`config.mk`:
```
export PLATFORM = sky130hd
export DESIGN_NAME = vidfmt_detect
export DESIGN_NICKNAME = d
export VERILOG_FILES = /design/src/rtl/vfd_pkg.sv /design/src/rtl/vfd_sync.sv /design/src/rtl/vfd_regs.sv /design/src/rtl/vfd_measure.sv /design/src/rtl/vfd_qualify.sv /design/src/rtl/vidfmt_detect.sv
export SDC_FILE = /design/constraint.sdc
export NUM_CORES = 1
export LEC_CHECK = 0
export BUFFER_PORTS_ARGS = -buffer_cell sky130_fd_sc_hd__buf_2
export CAP_MARGIN = 10
export CELL_PAD_IN_SITES_DETAIL_PLACEMENT = 0
export CELL_PAD_IN_SITES_GLOBAL_PLACEMENT = 1
export CORE_AREA = 2 2 147 149
export DETAILED_ROUTE_END_ITERATION = 10
export DIE_AREA = 0 0 149 151
export PLACE_DENSITY_LB_ADDON = 0.1
export SYNTH_ARGS = -nofsm -noshare
export SYNTH_HDL_FRONTEND = slang
export SYNTH_SLANG_ARGS = --single-unit
```
`constraint.sdc`:
```
create_clock -name clk -period 4.35 [get_ports clk]
set_input_delay 0.87 -clock clk [delete_from_list [all_inputs] [get_ports clk]]
set_output_delay 0.87 -clock clk [all_outputs]
set_load 0.02 [all_outputs]
```
`src/rtl/vfd_pkg.sv`:
```
package vfd_pkg;
    localparam int CNT_W      = 16;
    localparam int CFG_BYTES  = 5;
    localparam int CFG_W      = CFG_BYTES * 8;
    localparam int CTL_EN_BIT = 7;
    localparam int CTL_IL_BIT = 4;

    localparam logic [7:0] A_LO_L = 8'h51;
    localparam logic [7:0] A_LO_H = 8'h52;
    localparam logic [7:0] A_HI_L = 8'h53;
    localparam logic [7:0] A_HI_H = 8'h54;
    localparam logic [7:0] A_CFG0 = 8'h55;
    localparam logic [7:0] A_LN_L = 8'h5A;
    localparam logic [7:0] A_LN_H = 8'h5B;
    localparam logic [7:0] A_CTL  = 8'h5D;

    typedef struct packed {
        logic [CNT_W-1:0] lo;
        logic [CNT_W-1:0] hi;
        logic [CNT_W-1:0] lines;
        logic [CFG_W-1:0] cfg;
        logic             en;
        logic             ilace;
    } fmt_regs_t;
endpackage

```
`src/rtl/vfd_sync.sv`:
```
module vfd_sync #(
    parameter int W = 3,
    parameter int E = 2
) (
    input  logic           clk,
    input  logic           rst_n,
    input  logic [W-1:0]   async_i,
    output logic [E-1:0]   rise_o,
    output logic [W-E-1:0] level_o
);
    typedef struct packed {
        logic [W-1:0] s1;
        logic [W-1:0] s2;
        logic [E-1:0] s3;
    } sync_t;

    sync_t st_d, st_q;

    always_comb begin
        st_d    = st_q;
        st_d.s1 = async_i;
        st_d.s2 = st_q.s1;
        st_d.s3 = st_q.s2[E-1:0];
    end

    always_ff @(posedge clk or negedge rst_n) begin
        if (!rst_n) st_q <= '0;
        else        st_q <= st_d;
    end

    for (genvar g = 0; g < E; g++) begin : g_edge
        assign rise_o[g] = st_q.s2[g] & ~st_q.s3[g];
    end

    assign level_o = st_q.s2[W-1:E];
endmodule

```
`src/rtl/vfd_regs.sv`:
```
module vfd_regs
    import vfd_pkg::*;
(
    input  logic      clk,
    input  logic      rst_n,
    input  logic      wr_en_i,
    input  logic [7:0] wr_addr_i,
    input  logic [7:0] wr_data_i,
    output fmt_regs_t regs_o
);
    fmt_regs_t r_d, r_q;

    always_comb begin
        r_d = r_q;
        if (wr_en_i) begin
            case (wr_addr_i)
                A_LO_L: r_d.lo[7:0]     = wr_data_i;
                A_LO_H: r_d.lo[15:8]    = wr_data_i;
                A_HI_L: r_d.hi[7:0]     = wr_data_i;
                A_HI_H: r_d.hi[15:8]    = wr_data_i;
                A_LN_L: r_d.lines[7:0]  = wr_data_i;
                A_LN_H: r_d.lines[15:8] = wr_data_i;
                A_CTL: begin
                    r_d.en    = wr_data_i[CTL_EN_BIT];
                    r_d.ilace = wr_data_i[CTL_IL_BIT];
                end
                default: ;
            endcase
            for (int i = 0; i < CFG_BYTES; i++) begin
                if (wr_addr_i == A_CFG0 + 8'(i)) r_d.cfg[i*8 +: 8] = wr_data_i;
            end
        end
    end

    always_ff @(posedge clk or negedge rst_n) begin
        if (!rst_n) r_q <= '0;
        else        r_q <= r_d;
    end

    assign regs_o = r_q;
endmodule

```
`src/rtl/vfd_measure.sv`:
```
module vfd_measure #(
    parameter int WIN     = 20,
    parameter int TIMEOUT = 65535,
    parameter int CNT_W   = 16
) (
    input  logic             clk,
    input  logic             rst_n,
    input  logic             hs_rise_i,
    input  logic             vs_rise_i,
    input  logic             fld_i,
    output logic             win_done_o,
    output logic             tmo_o,
    output logic [CNT_W-1:0] meas_o,
    output logic [CNT_W-1:0] flines_o,
    output logic             scan_known_o,
    output logic             intl_o
);
    localparam int NPER_W = $clog2(WIN);
    localparam logic [CNT_W-1:0] CMAX = {CNT_W{1'b1}};
    localparam logic [CNT_W-1:0] TLIM = CNT_W'(TIMEOUT - 1);
    localparam logic [NPER_W-1:0] NLAST = NPER_W'(WIN - 1);

    typedef struct packed {
        logic              armed;
        logic [NPER_W-1:0] nper;
        logic [CNT_W-1:0]  cyc;
        logic [CNT_W-1:0]  gap;
        logic [CNT_W-1:0]  meas;
        logic              done;
        logic              tmo;
        logic [CNT_W-1:0]  lines;
        logic [CNT_W-1:0]  flines;
        logic [1:0]        nvs;
        logic              pfld;
        logic              intl;
    } meas_t;

    meas_t m_d, m_q;

    function automatic logic [CNT_W-1:0] sat_inc(input logic [CNT_W-1:0] v);
        return (v == CMAX) ? CMAX : v + 1'b1;
    endfunction

    always_comb begin
        m_d      = m_q;
        m_d.done = 1'b0;
        m_d.tmo  = 1'b0;
        m_d.cyc  = sat_inc(m_q.cyc);

        // line-sync timeout watchdog
        if (hs_rise_i) begin
            m_d.gap = '0;
        end else begin
            m_d.gap = sat_inc(m_q.gap);
            if (m_q.gap == TLIM) begin
                m_d.tmo   = 1'b1;
                m_d.armed = 1'b0;
                m_d.nvs   = '0;
            end
        end

        // twenty-period rate window
        if (hs_rise_i) begin
            m_d.lines = sat_inc(m_q.lines);
            if (!m_q.armed) begin
                m_d.armed = 1'b1;
                m_d.nper  = '0;
                m_d.cyc   = '0;
            end else if (m_q.nper == NLAST) begin
                m_d.meas = sat_inc(m_q.cyc);
                m_d.done = 1'b1;
                m_d.nper = '0;
                m_d.cyc  = '0;
            end else begin
                m_d.nper = m_q.nper + 1'b1;
            end
        end

        // frame boundary: line total and parity comparison
        if (vs_rise_i) begin
            m_d.flines = m_q.lines;
            m_d.lines  = hs_rise_i ? CNT_W'(1) : '0;
            m_d.pfld   = fld_i;
            m_d.intl   = fld_i ^ m_q.pfld;
            if (m_q.nvs != 2'd2) m_d.nvs = m_q.nvs + 1'b1;
        end
    end

    always_ff @(posedge clk or negedge rst_n) begin
        if (!rst_n) m_q <= '0;
        else        m_q <= m_d;
    end

    assign win_done_o   = m_q.done;
    assign tmo_o        = m_q.tmo;
    assign meas_o       = m_q.meas;
    assign flines_o     = m_q.flines;
    assign scan_known_o = (m_q.nvs == 2'd2);
    assign intl_o       = m_q.intl;
endmodule

```
`src/rtl/vfd_qualify.sv`:
```
module vfd_qualify
    import vfd_pkg::*;
#(
    parameter int CONFIRM = 2
) (
    input  logic             clk,
    input  logic             rst_n,
    input  fmt_regs_t        regs_i,
    input  logic             win_done_i,
    input  logic             tmo_i,
    input  logic [CNT_W-1:0] meas_i,
    input  logic [CNT_W-1:0] flines_i,
    input  logic             scan_known_i,
    input  logic             intl_i,
    output logic             det_o,
    output logic             load_o,
    output logic [CFG_W-1:0] cfg_o
);
    localparam int SW = $clog2(CONFIRM + 1);
    localparam logic [SW-1:0] SMAX = SW'(CONFIRM);

    typedef struct packed {
        logic [SW-1:0]    streak;
        logic             det;
        logic             load;
        logic [CFG_W-1:0] cfg;
    } qual_t;

    qual_t q_d, q_q;
    logic  rate_ok, lines_ok, scan_ok, all_ok;
    logic [SW-1:0] streak_nx;

    always_comb begin
        rate_ok   = (meas_i >= regs_i.lo) && (meas_i <= regs_i.hi);
        lines_ok  = scan_known_i && (flines_i == regs_i.lines);
        scan_ok   = (intl_i == regs_i.ilace);
        all_ok    = rate_ok && lines_ok && scan_ok;
        streak_nx = (q_q.streak == SMAX) ? SMAX : q_q.streak + 1'b1;

        q_d      = q_q;
        q_d.load = 1'b0;
        if (!regs_i.en || tmo_i) begin
            q_d.det    = 1'b0;
            q_d.streak = '0;
        end else if (win_done_i) begin
            if (all_ok) begin
                q_d.streak = streak_nx;
                if (streak_nx == SMAX && !q_q.det) begin
                    q_d.det  = 1'b1;
                    q_d.load = 1'b1;
                    q_d.cfg  = regs_i.cfg;
                end
            end else begin
                q_d.streak = '0;
                q_d.det    = 1'b0;
            end
        end
    end

    always_ff @(posedge clk or negedge rst_n) begin
        if (!rst_n) q_q <= '0;
        else        q_q <= q_d;
    end

    assign det_o  = q_q.det;
    assign load_o = q_q.load;
    assign cfg_o  = q_q.cfg;
endmodule

```
`src/rtl/vidfmt_detect.sv`:
```
module vidfmt_detect
    import vfd_pkg::*;
#(
    parameter int WIN     = 20,
    parameter int TIMEOUT = 65535,
    parameter int CONFIRM = 2
) (
    input  logic             clk,
    input  logic             rst_n,
    input  logic             hsync_i,
    input  logic             vsync_i,
    input  logic             field_i,
    input  logic             wr_en_i,
    input  logic [7:0]       wr_addr_i,
    input  logic [7:0]       wr_data_i,
    output logic             det_o,
    output logic             cfg_load_o,
    output logic [CFG_W-1:0] cfg_o
);
    logic [1:0]       rise;
    logic [0:0]       lvl;
    fmt_regs_t        regs;
    logic             win_done, tmo, scan_known, intl, user_en;
    logic [CNT_W-1:0] meas, flines;

    assign user_en = regs.en;

    vfd_sync #(.W(3), .E(2)) i_sync (
        .clk    (clk),
        .rst_n  (rst_n),
        .async_i({field_i, vsync_i, hsync_i}),
        .rise_o (rise),
        .level_o(lvl)
    );

    vfd_regs i_regs (
        .clk      (clk),
        .rst_n    (rst_n),
        .wr_en_i  (wr_en_i),
        .wr_addr_i(wr_addr_i),
        .wr_data_i(wr_data_i),
        .regs_o   (regs)
    );

    vfd_measure #(.WIN(WIN), .TIMEOUT(TIMEOUT), .CNT_W(CNT_W)) i_meas (
        .clk         (clk),
        .rst_n       (rst_n),
        .hs_rise_i   (rise[0]),
        .vs_rise_i   (rise[1]),
        .fld_i       (lvl[0]),
        .win_done_o  (win_done),
        .tmo_o       (tmo),
        .meas_o      (meas),
        .flines_o    (flines),
        .scan_known_o(scan_known),
        .intl_o      (intl)
    );

    vfd_qualify #(.CONFIRM(CONFIRM)) i_qual (
        .clk         (clk),
        .rst_n       (rst_n),
        .regs_i      (regs),
        .win_done_i  (win_done),
        .tmo_i       (tmo),
        .meas_i      (meas),
        .flines_i    (flines),
        .scan_known_i(scan_known),
        .intl_i      (intl),
        .det_o       (det_o),
        .load_o      (cfg_load_o),
        .cfg_o       (cfg_o)
    );
endmodule

```
==> impl_metrics.csv, run 1 <==
group,metric,value,unit
global_routing,antenna_found_initial,0,
setup_path,end_kind,"register",
drt,first_pass_iters,5,
drt,via_per_inst,5.43,
setup_path,cp_data_arrival_time,3.64,ns
placement,dp_slack,1.16,ns
sta,fin_crit_sh,74.5,%
run_status,status,"completed",
drt,drtAntennaViolNets,0,
setup_path,worstPathCellList,"ha_1 -> nand4_1 -> nor4_1 -> and4_1 -> a31oi_1 -> or4b_2 -> buf_4 -> mux2_4",
global_routing,grt-ovfl-total,0,
drt,wl_per_cell,17.1,µm
sta,tightest_slew,1.05,ns
yosys,synth_area,11000,µm²
setup_path,setup.worst_path.start,"i_meas.meas_o[11]$_DFFE_PN0P_",
yosys,async_flop_share,100,%
die,coreArea,20800,µm²
die,die_w,149,µm
die,die-height,151,µm
cts,clock_sinks,234,
setup_path,cp.required,4.75,ns
sta,hold_viol,0,
setup_path,crit_buf_inv,1,
sta,rsz0062_at_grt,"no",
yosys,synth_edf_count,0,
setup_path,max_stage_delay,0.65,ns
power_and_ir_drop,p_leak,6.16,nW
cts,path_clk_slew,0.06,ns
sta,layout_min_cycle_time,3.24,ns
die,rows,53,
yosys,synthFlopType,"dfrtp_1",
cells_and_area,drive_above_1_share,24.9,%
yosys,synth_seq_cells,234,
setup_path,path_delay_family,"simple AND/OR/NAND/NOR gates",
drt,drc_errors,0,
cells_and_area,area_delta_synth_final,10.3,%
global_routing,grtUsageTotal,19.9,%
cells_and_area,nets,1033,
setup_path,cp_slowest_cell,"or4b_2",
yosys,avgSynthCellArea,11.5,µm²
die,start_util,52.7,%
setup_path,r2r_start,"i_meas.meas_o[11]$_DFFE_PN0P_",
sta,slew_violations,0,
placement,hpwl,15000,µm
min_path,hold_path_startpoint,"i_sync.st_d[4]$_DFF_PN0_",
drt,drt_iter0_markers,360,
cts,clk_latency,0.52,ns
flow_run,drv_cap,0,
cts,postCtsHoldBufs,0,
power_and_ir_drop,p_per_area,425,nW/µm²
yosys,synth_cells,954,
cells_and_area,diodes,0,
drt,wl,21700,µm
setup_path,start_kind,"register",
setup_path,critPathMaxFanout,40,
power_and_ir_drop,peakVddDrop,0.000258,V
sta,tns,0,ns
drt,num_vias,6883,
sta,setup_viol,0,
die,num_io_pins,64,
sta,fin_skew,0.0169,ns
cts,cts_buffer_depth,3,
setup_path,worstSetupPathType,"register to register",
sta,layout_setup_ws,1.11,ns
cts,numCtsBuffers,26,
yosys,synth_fp_nets,1014,
die,dieArea,22500,µm²
sta,relSlewSlack,29.9,%
min_path,hp-class,"register to register",
sta,clock.fmax,308,MHz
cts,cts_resized,0,
cts,cts_root_buffer,"clkbuf_16",
cts,cts_max_level,1,
cts,cts_tree,"yes",
yosys,yosysWarnings,0,
yosys,ys_seq_area_share,53.3,%
global_routing,grt_max_degree,121,
placement,place.gp.congestion,0.816,
global_routing,grt_pass1_wl,36000,µm
cells_and_area,num-fill-cells,1724,
placement,port_buffers,63,
cts,cts_setup_buffers,0,
power_and_ir_drop,power,0.00514,W
yosys,yosysUniqueCellTypes,56,
global_routing,grt_pass1_vias,6932,
placed cells by master, fill, tap and decap left out, types with 7 or more instances in the layout:
cell type / count
mux2_4: 40
and3_1: 10
buf_2: 62
xnor2_1: 25
xor2_1: 11
a31oi_1: 11
clkbuf_16: 27
nand3_1: 28
nand4_1: 16
nand2_1: 114
a21oi_1: 38
o21ai_0: 46
nand2b_1: 9
inv_1: 41
nor2_1: 47
mux2_2: 82
clkbuf_8: 8
nor3_1: 7
dfrtp_1: 234
ha_1: 38
and4_1: 8
per-stage QoR:
step           cells  hold slack [ns]  instance area, µm²  utilization [%]
6_report        1268            0.358               12100             58.2
5_1_grt         1268            0.373               12100             58.2
4_1_cts         1268            0.358               12100             58.2
3_5_place_dp    1220            0.342               11200             53.8
3_3_place_gp    1220            0.340               11200             53.8
2_1_floorplan    954            0.331               11000                -
metal layers:
metal  up-vias  GRT usage (%)  wire length, µm
met3        30           2.62              772
met2       123           34.1            10400
li1       3326              -                -
met5         -              0                0
met4         0           4.76              323
met1      3404           27.1            10200
sequential cells by signal (all words and copies together) (netlist names), named ones only:
register,cells
i_regs.regs_o,90
i_meas.m_q,56
i_qual.cfg_o,40
i_meas.flines_o,16
i_meas.meas_o,16
i_sync.st_d,5
i_qual.q_q,2
i_sync.st_q,2
i_meas.intl_o,1
i_meas.tmo_o,1
i_meas.win_done_o,1
i_qual.det_o,1
i_qual.load_o,1
i_sync.level_o,1
kinds of logic after synthesis:
family	count (synthesis)	share of synthesized area (%)
mux	125	14.2
compound gates	126	6.88
simple gates	274	12.3
buf+inv	121	6.17
xor+xnor	36	2.87
fa+ha+maj	38	4.33
flops	234	53.3
cell usage after synthesis, types with 3 or more instances:
cell | number | share of area, %
xor2_1 | 11 | 0.88
o31ai_1 | 3 | 0.21
nand3_1 | 28 | 1.3
ha_1 | 38 | 4.3
buf_4 | 40 | 2.7
buf_12 | 4 | 0.73
nor2_1 | 47 | 1.6
nor3_1 | 7 | 0.32
and3_1 | 10 | 0.57
nand2b_1 | 9 | 0.51
mux2i_1 | 3 | 0.27
mux2_2 | 82 | 8.4
and2_1 | 3 | 0.17
and4_1 | 8 | 0.64
o21ai_0 | 46 | 2.1
nor4_1 | 6 | 0.34
nor2b_1 | 4 | 0.23
a211oi_1 | 5 | 0.34
nor3b_1 | 6 | 0.41
xnor2_1 | 25 | 2.0
mux2_4 | 40 | 5.5
a21oi_1 | 38 | 1.7
inv_1 | 41 | 1.4
a31oi_1 | 11 | 0.63
dfrtp_1 | 234 | 53
nand4b_1 | 3 | 0.24
clkbuf_1 | 32 | 1.1
nand2_1 | 114 | 3.9
a21o_1 | 3 | 0.21
nand4_1 | 16 | 0.91
area by class of cell:
class                   count  area [µm²]  share of cell area (%)
well taps                 275         344                    2.84
repair buffers             70         403                    3.33
flip-flops and latches    234        5860                    48.3
inverters                  42         158                    1.30
clock inverters             8        96.3                   0.795
multi-input cells         599        4450                    36.8
clock buffers              40         805                    6.64
report_power, final:
| part | switching, W | leakage, nW | internal, W |
|---|---|---|---|
| Combinational | 0.000272 | 2.56 | 0.000205 |
| Clock | 0.000857 | 0.450 | 0.00139 |
| Sequential | 0.000114 | 3.16 | 0.00230 |
| Total | 0.00124 | 6.16 | 0.00390 |
worst paths after layout:
check,end,slack (ns),depth (start not counted)
worst max-delay path,i_qual.cfg_o[1]$_DFFE_PN0P_,1.11,8
worst min-delay path,i_sync.level_o$_DFF_PN0_,0.36,0
worst max register to register,i_qual.cfg_o[1]$_DFFE_PN0P_,1.11,8
worst min register to register,i_sync.level_o$_DFF_PN0_,0.36,0
max in group asynchronous,i_meas.m_q[68]$_DFF_PN0_,3.09,2
min in group asynchronous,i_qual.cfg_o[2]$_DFFE_PN0P_,0.40,1
worst reg2reg max path, delay by kind of cell, from the launching register on:
kind                     cells  cell delay, ns
adder cells (fa/ha/maj)      1            0.33
multiplexers                 1            0.42
AND/OR/NAND/NOR              4            1.55
flip-flops                   1            0.41
AO/OA/AOI/OAI                1            0.06
buffers and inverters        1            0.36
No activity file was read; power rests on OpenSTA's default activity.
==> run 2: changes to the inputs <==
CORE_AREA = 2 2 160 162   (was 2 2 147 149)
DIE_AREA = 0 0 162 164   (was 0 0 149 151)
clock period = 2.6 ns   (was 4.35 ns; I/O delays follow)
==> impl_metrics.csv, run 2 (synthesis results as in run 1) <==
group,metric,value,unit
run_status,status,"finished with violations",
run_status,violations,"negative setup slack",
setup_path,reg2regPathDepth,7,
die,die_w,162,µm
cts,path_clk_slew,0.06,ns
cells_and_area,num-fill-cells,2254,
sta,rsz0062_at_grt,"yes",
power_and_ir_drop,p_leak,6.38,nW
power_and_ir_drop,peakVddDrop,0.000508,V
cells_and_area,area_delta_synth_final,14.5,%
placement,port_buffers,63,
cells_and_area,layout_common_cells,"dfrtp_1 (234), nand2_1 (114), mux2_2 (82)",
sta,tns,-5.61,ns
global_routing,grtUsageTotal,17.5,%
setup_path,critPathMaxFanout,20,
setup_path,r2r_slack,-0.15,ns
drt,drt_iter0_markers,441,
cells_and_area,final_common_cell,"dfrtp_1",
setup_path,r2r_start,"i_meas.flines_o[3]$_DFFE_PN0P_",
placement,place.gp.congestion,0.786,
global_routing,grt_pass1_wl,37200,µm
drt,via_per_inst,5.04,
cells_and_area,diodes,0,
sta,tightest_slew,0.933,ns
drt,num_vias,6850,
min_path,min_to,"i_sync.st_d[4]$_DFF_PN0_",
sta,fin_skew,0.0104,ns
cts,clk_latency,0.52,ns
power_and_ir_drop,p_per_area,682,nW/µm²
global_routing,grt-ovfl-total,0,
cells_and_area,largest_reg_flops,90,
placement,hpwl,15300,µm
global_routing,antenna_found_initial,0,
sta,fin_crit_sh,106,%
sta,hold_viol,0,
setup_path,worstSetupPathType,"register to register",
drt,first_pass_iters,4,
cts,cts_buffer_depth,3,
drt,drc_errors,0,
die,coreArea,24800,µm²
setup_path,cp.required,3.00,ns
cells_and_area,nets,1074,
min_path,hp-class,"input port to register",
sta,setup_viol,40,
cells_and_area,drive_above_1_share,28.3,%
min_path,hold_path_startpoint,"field_i",
drt,drtAntennaViolNets,0,
setup_path,cp_data_arrival_time,3.16,ns
global_routing,grt_max_degree,75,
die,start_util,44.2,%
die,die-height,164,µm
cts,numCtsBuffers,26,
power_and_ir_drop,power,0.00856,W
die,rows,58,
cts,cts_tree,"yes",
sta,layout_setup_ws,-0.154,ns
sta,clock.fmax,363,MHz
setup_path,end_kind,"register",
drt,wl,22400,µm
setup_path,start_kind,"register",
cts,cts_max_level,1,
die,num_io_pins,64,
cts,cts_root_buffer,"clkbuf_16",
global_routing,grt_pass1_vias,6768,
min_path,hold_depth,1,
sta,layout_min_cycle_time,2.75,ns
drt,wl_per_cell,16.5,µm
sta,slew_violations,0,
flow_run,drv_cap,0,
die,dieArea,26600,µm²
setup_path,r2r-end,"i_qual.cfg_o[19]$_DFFE_PN0P_",
cts,clock_sinks,234,
sta,relSlewSlack,37.8,%
==> run 2: stage by stage <==
stage	util [%]	cells	instance area, µm²	setup slack, ns	hold WS (ns)
5_1_grt	50.6	1360	12600	-0.207	0.0783
3_5_place_dp	46.8	1312	11600	-0.359	0.336
4_1_cts	50.5	1359	12500	-0.223	0.0754
2_1_floorplan	-	954	11000	0.0188	0.224
3_3_place_gp	46.8	1312	11600	-0.316	0.332
6_report	50.6	1360	12600	-0.154	0.103
==> run 2: how the worst max path moves through the flow <==
stage,start,endpoint,slack [ns],depth (start not counted)
after floorplan,i_meas.meas_o[14]$_DFFE_PN0P_,i_qual.cfg_o[0]$_DFFE_PN0P_,0.02,9
after global placement,i_meas.tmo_o$_DFF_PN0_,i_qual.cfg_o[32]$_DFFE_PN0P_,-0.32,7
after detailed placement,i_meas.tmo_o$_DFF_PN0_,i_qual.cfg_o[30]$_DFFE_PN0P_,-0.36,7
after CTS,i_meas.tmo_o$_DFF_PN0_,i_qual.cfg_o[19]$_DFFE_PN0P_,-0.22,7
after global routing,i_meas.meas_o[15]$_DFFE_PN0P_,i_qual.cfg_o[22]$_DFFE_PN0P_,-0.21,8
final,i_meas.flines_o[3]$_DFFE_PN0P_,i_qual.cfg_o[19]$_DFFE_PN0P_,-0.15,7
==> run 2: timing repair <==
item,4_1_cts,5_1_grt
hold buffers,1,0
endpoints found under the setup margin,40,40
cloned,1,0
pin swaps,3,7
endpoints found under the hold margin,41,0
gates resized for setup,5,4
setup buffers,1,1
==> run 2: routing by layer <==
layer,global-route usage [%],routed length [µm]
met5,0,0
met4,4.14,432
met3,2.70,790
met2,26.9,9860
met1,26.2,11300
==> run 2: final cells by class <==
cell class / instances / area (µm²) / area share [%]
flip-flops and latches: 234 / 5860 / 46.6
multi-input cells: 599 / 4510 / 35.9
repair buffers: 111 / 783 / 6.23
clock buffers: 36 / 749 / 5.96
well taps: 330 / 413 / 3.29
inverters: 42 / 158 / 1.25
clock inverters: 8 / 93.8 / 0.747
==> run 2: power by group <==
group / internal, W / leakage [nW] / total, W / switching [W]
combinational: 0.000421 / 2.80 / 0.000912 / 0.000491
clock: 0.00219 / 0.419 / 0.00360 / 0.00141
sequential: 0.00386 / 3.16 / 0.00405 / 0.000191
==> run 2: worst max-delay path: stages, from the launching register on <==
cell and delay [ns]:
dfrtp_1 0.43, xnor2_2 0.21, or4b_4 0.48, nor3b_2 0.20
nand4_1 0.20, or4b_4 0.59, buf_12 0.20, mux2_4 0.31
==> run 3: changes to the inputs <==
SKIP_CTS_REPAIR_TIMING = 1   (was unset)
==> impl_metrics.csv, run 3 (synthesis results as in run 1) <==
group,metric,value,unit
global_routing,grt_pass1_wl,37000,µm
sta,slew_violations,0,
cts,cts_max_level,1,
flow_run,drv_cap,0,
placement,port_buffers,63,
sta,rsz0062_at_grt,"yes",
placement,place.gp.congestion,0.786,
setup_path,critPathMaxFanout,20,
setup_path,worstSetupPathType,"register to register",
die,start_util,44.2,%
power_and_ir_drop,p_leak,6.37,nW
cts,cts_tree,"yes",
cells_and_area,drive_above_1_share,28.2,%
cells_and_area,regArea,5860,µm²
sta,tightest_slew,0.923,ns
drt,via_per_inst,5.03,
cells_and_area,fin_area,12500,µm²
cells_and_area,diodes,0,
setup_path,cp.required,3.00,ns
drt,wl_per_cell,16.6,µm
drt,drtAntennaViolNets,0,
die,coreArea,24800,µm²
cells_and_area,layout_common_cells,"dfrtp_1 (234), nand2_1 (114), mux2_2 (82)",
global_routing,grt_pass1_vias,6719,
setup_path,r2r_start,"i_meas.tmo_o$_DFF_PN0_",
cells_and_area,nets,1072,
cts,clk_latency,0.52,ns
global_routing,grt_max_degree,75,
cells_and_area,final_common_cell,"dfrtp_1",
placement,hpwl,15300,µm
sta,layout_min_cycle_time,2.78,ns
sta,setup_viol,40,
cts,numCtsBuffers,26,
cts,clock_sinks,234,
cells_and_area,num-fill-cells,2250,
drt,num_vias,6828,
drt,first_pass_iters,4,
drt,wl,22500,µm
cells_and_area,largest_reg_flops,90,
sta,fin_skew,0.0104,ns
run_status,violations,"negative hold slack, negative setup slack",
power_and_ir_drop,p_per_area,682,nW/µm²
run_status,status,"finished with violations",
die,die_w,162,µm
setup_path,end_kind,"register",
sta,clock.fmax,360,MHz
drt,drt_iter0_markers,414,
global_routing,grt-ovfl-total,0,
sta,hold_ws,-0.0362,ns
global_routing,grtUsageTotal,17.4,%
sta,layout_setup_ws,-0.177,ns
placement,placed_area,11600,µm²
min_path,hp-class,"input port to async pin",
sta,relSlewSlack,38.5,%
cells_and_area,area_delta_synth_final,14.3,%
die,num_io_pins,64,
power_and_ir_drop,power,0.00855,W
cts,path_clk_slew,0.06,ns
placement,dp_slack,-0.359,ns
die,rows,58,
sta,hold_viol,31,
die,die-height,164,µm
power_and_ir_drop,peakVddDrop,0.000509,V
cts,cts_buffer_depth,3,
sta,fin_crit_sh,107,%
setup_path,cp_data_arrival_time,3.18,ns
setup_path,setup.worst_path.start,"i_meas.tmo_o$_DFF_PN0_",
setup_path,start_kind,"register",
cts,cts_root_buffer,"clkbuf_16",
global_routing,antenna_found_initial,0,
sta,tns,-6.28,ns
drt,drc_errors,0,
cells_and_area,multiInputGateArea,4510,µm²
die,dieArea,26600,µm²
## run 3: path summary, 6_finish.rpt
check / slack, ns / end / depth (start not counted)
worst max-delay path: -0.18 / i_qual.cfg_o[19]$_DFFE_PN0P_ / 7
worst min-delay path: -0.04 / i_regs.regs_o[5]$_DFFE_PN0P_ / 1
worst max register to register: -0.18 / i_qual.cfg_o[19]$_DFFE_PN0P_ / 7
worst min register to register: 0.35 / i_sync.st_d[1]$_DFF_PN0_ / 0
max in group asynchronous: 1.96 / i_meas.flines_o[9]$_DFFE_PN0P_ / 2
min in group clk: 0.10 / i_sync.st_d[4]$_DFF_PN0_ / 1
## run 3: critical path, cell delays in order (launching register included)
cell and delay (ns):
dfrtp_1 0.38, nand4bb_4 0.23, or4b_1 0.50, nor3b_2 0.23
nand4_1 0.20, or4b_4 0.60, buf_12 0.20, mux2_4 0.31
## run 3: metal layers
metal	share of wire [%]	wire [µm]	track usage, %	vias to the layer above
li1	-	-	-	3397
met5	0	0	0	-
met3	3.5	778	2.70	30
met2	44	9930	26.4	101
met4	1.9	433	4.14	0
met1	51	11400	26.3	3300
## run 3: final cells by class
class	count	area share (%)
flip-flops and latches	234	46.7
multi-input cells	599	35.9
repair buffers	109	6.11
clock buffers	36	5.97
well taps	330	3.29
inverters	42	1.26
clock inverters	8	0.748
## run 3: metrics by stage
step | utilization (%) | hold slack (ns) | std cells
floorplan | - | 0.224 | 954
global placement | 46.8 | 0.332 | 1312
detailed placement | 46.8 | 0.336 | 1312
CTS | 50.2 | -0.0150 | 1356
global route | 50.5 | 0.00311 | 1358
finish | 50.5 | -0.0362 | 1358
## run 3: where the power goes
part	total, W	switching (W)	internal (W)	leakage, nW
sequential	0.00405	0.000191	0.00386	3.16
combinational	0.000903	0.000486	0.000417	2.79
clock	0.00360	0.00141	0.00219	0.419
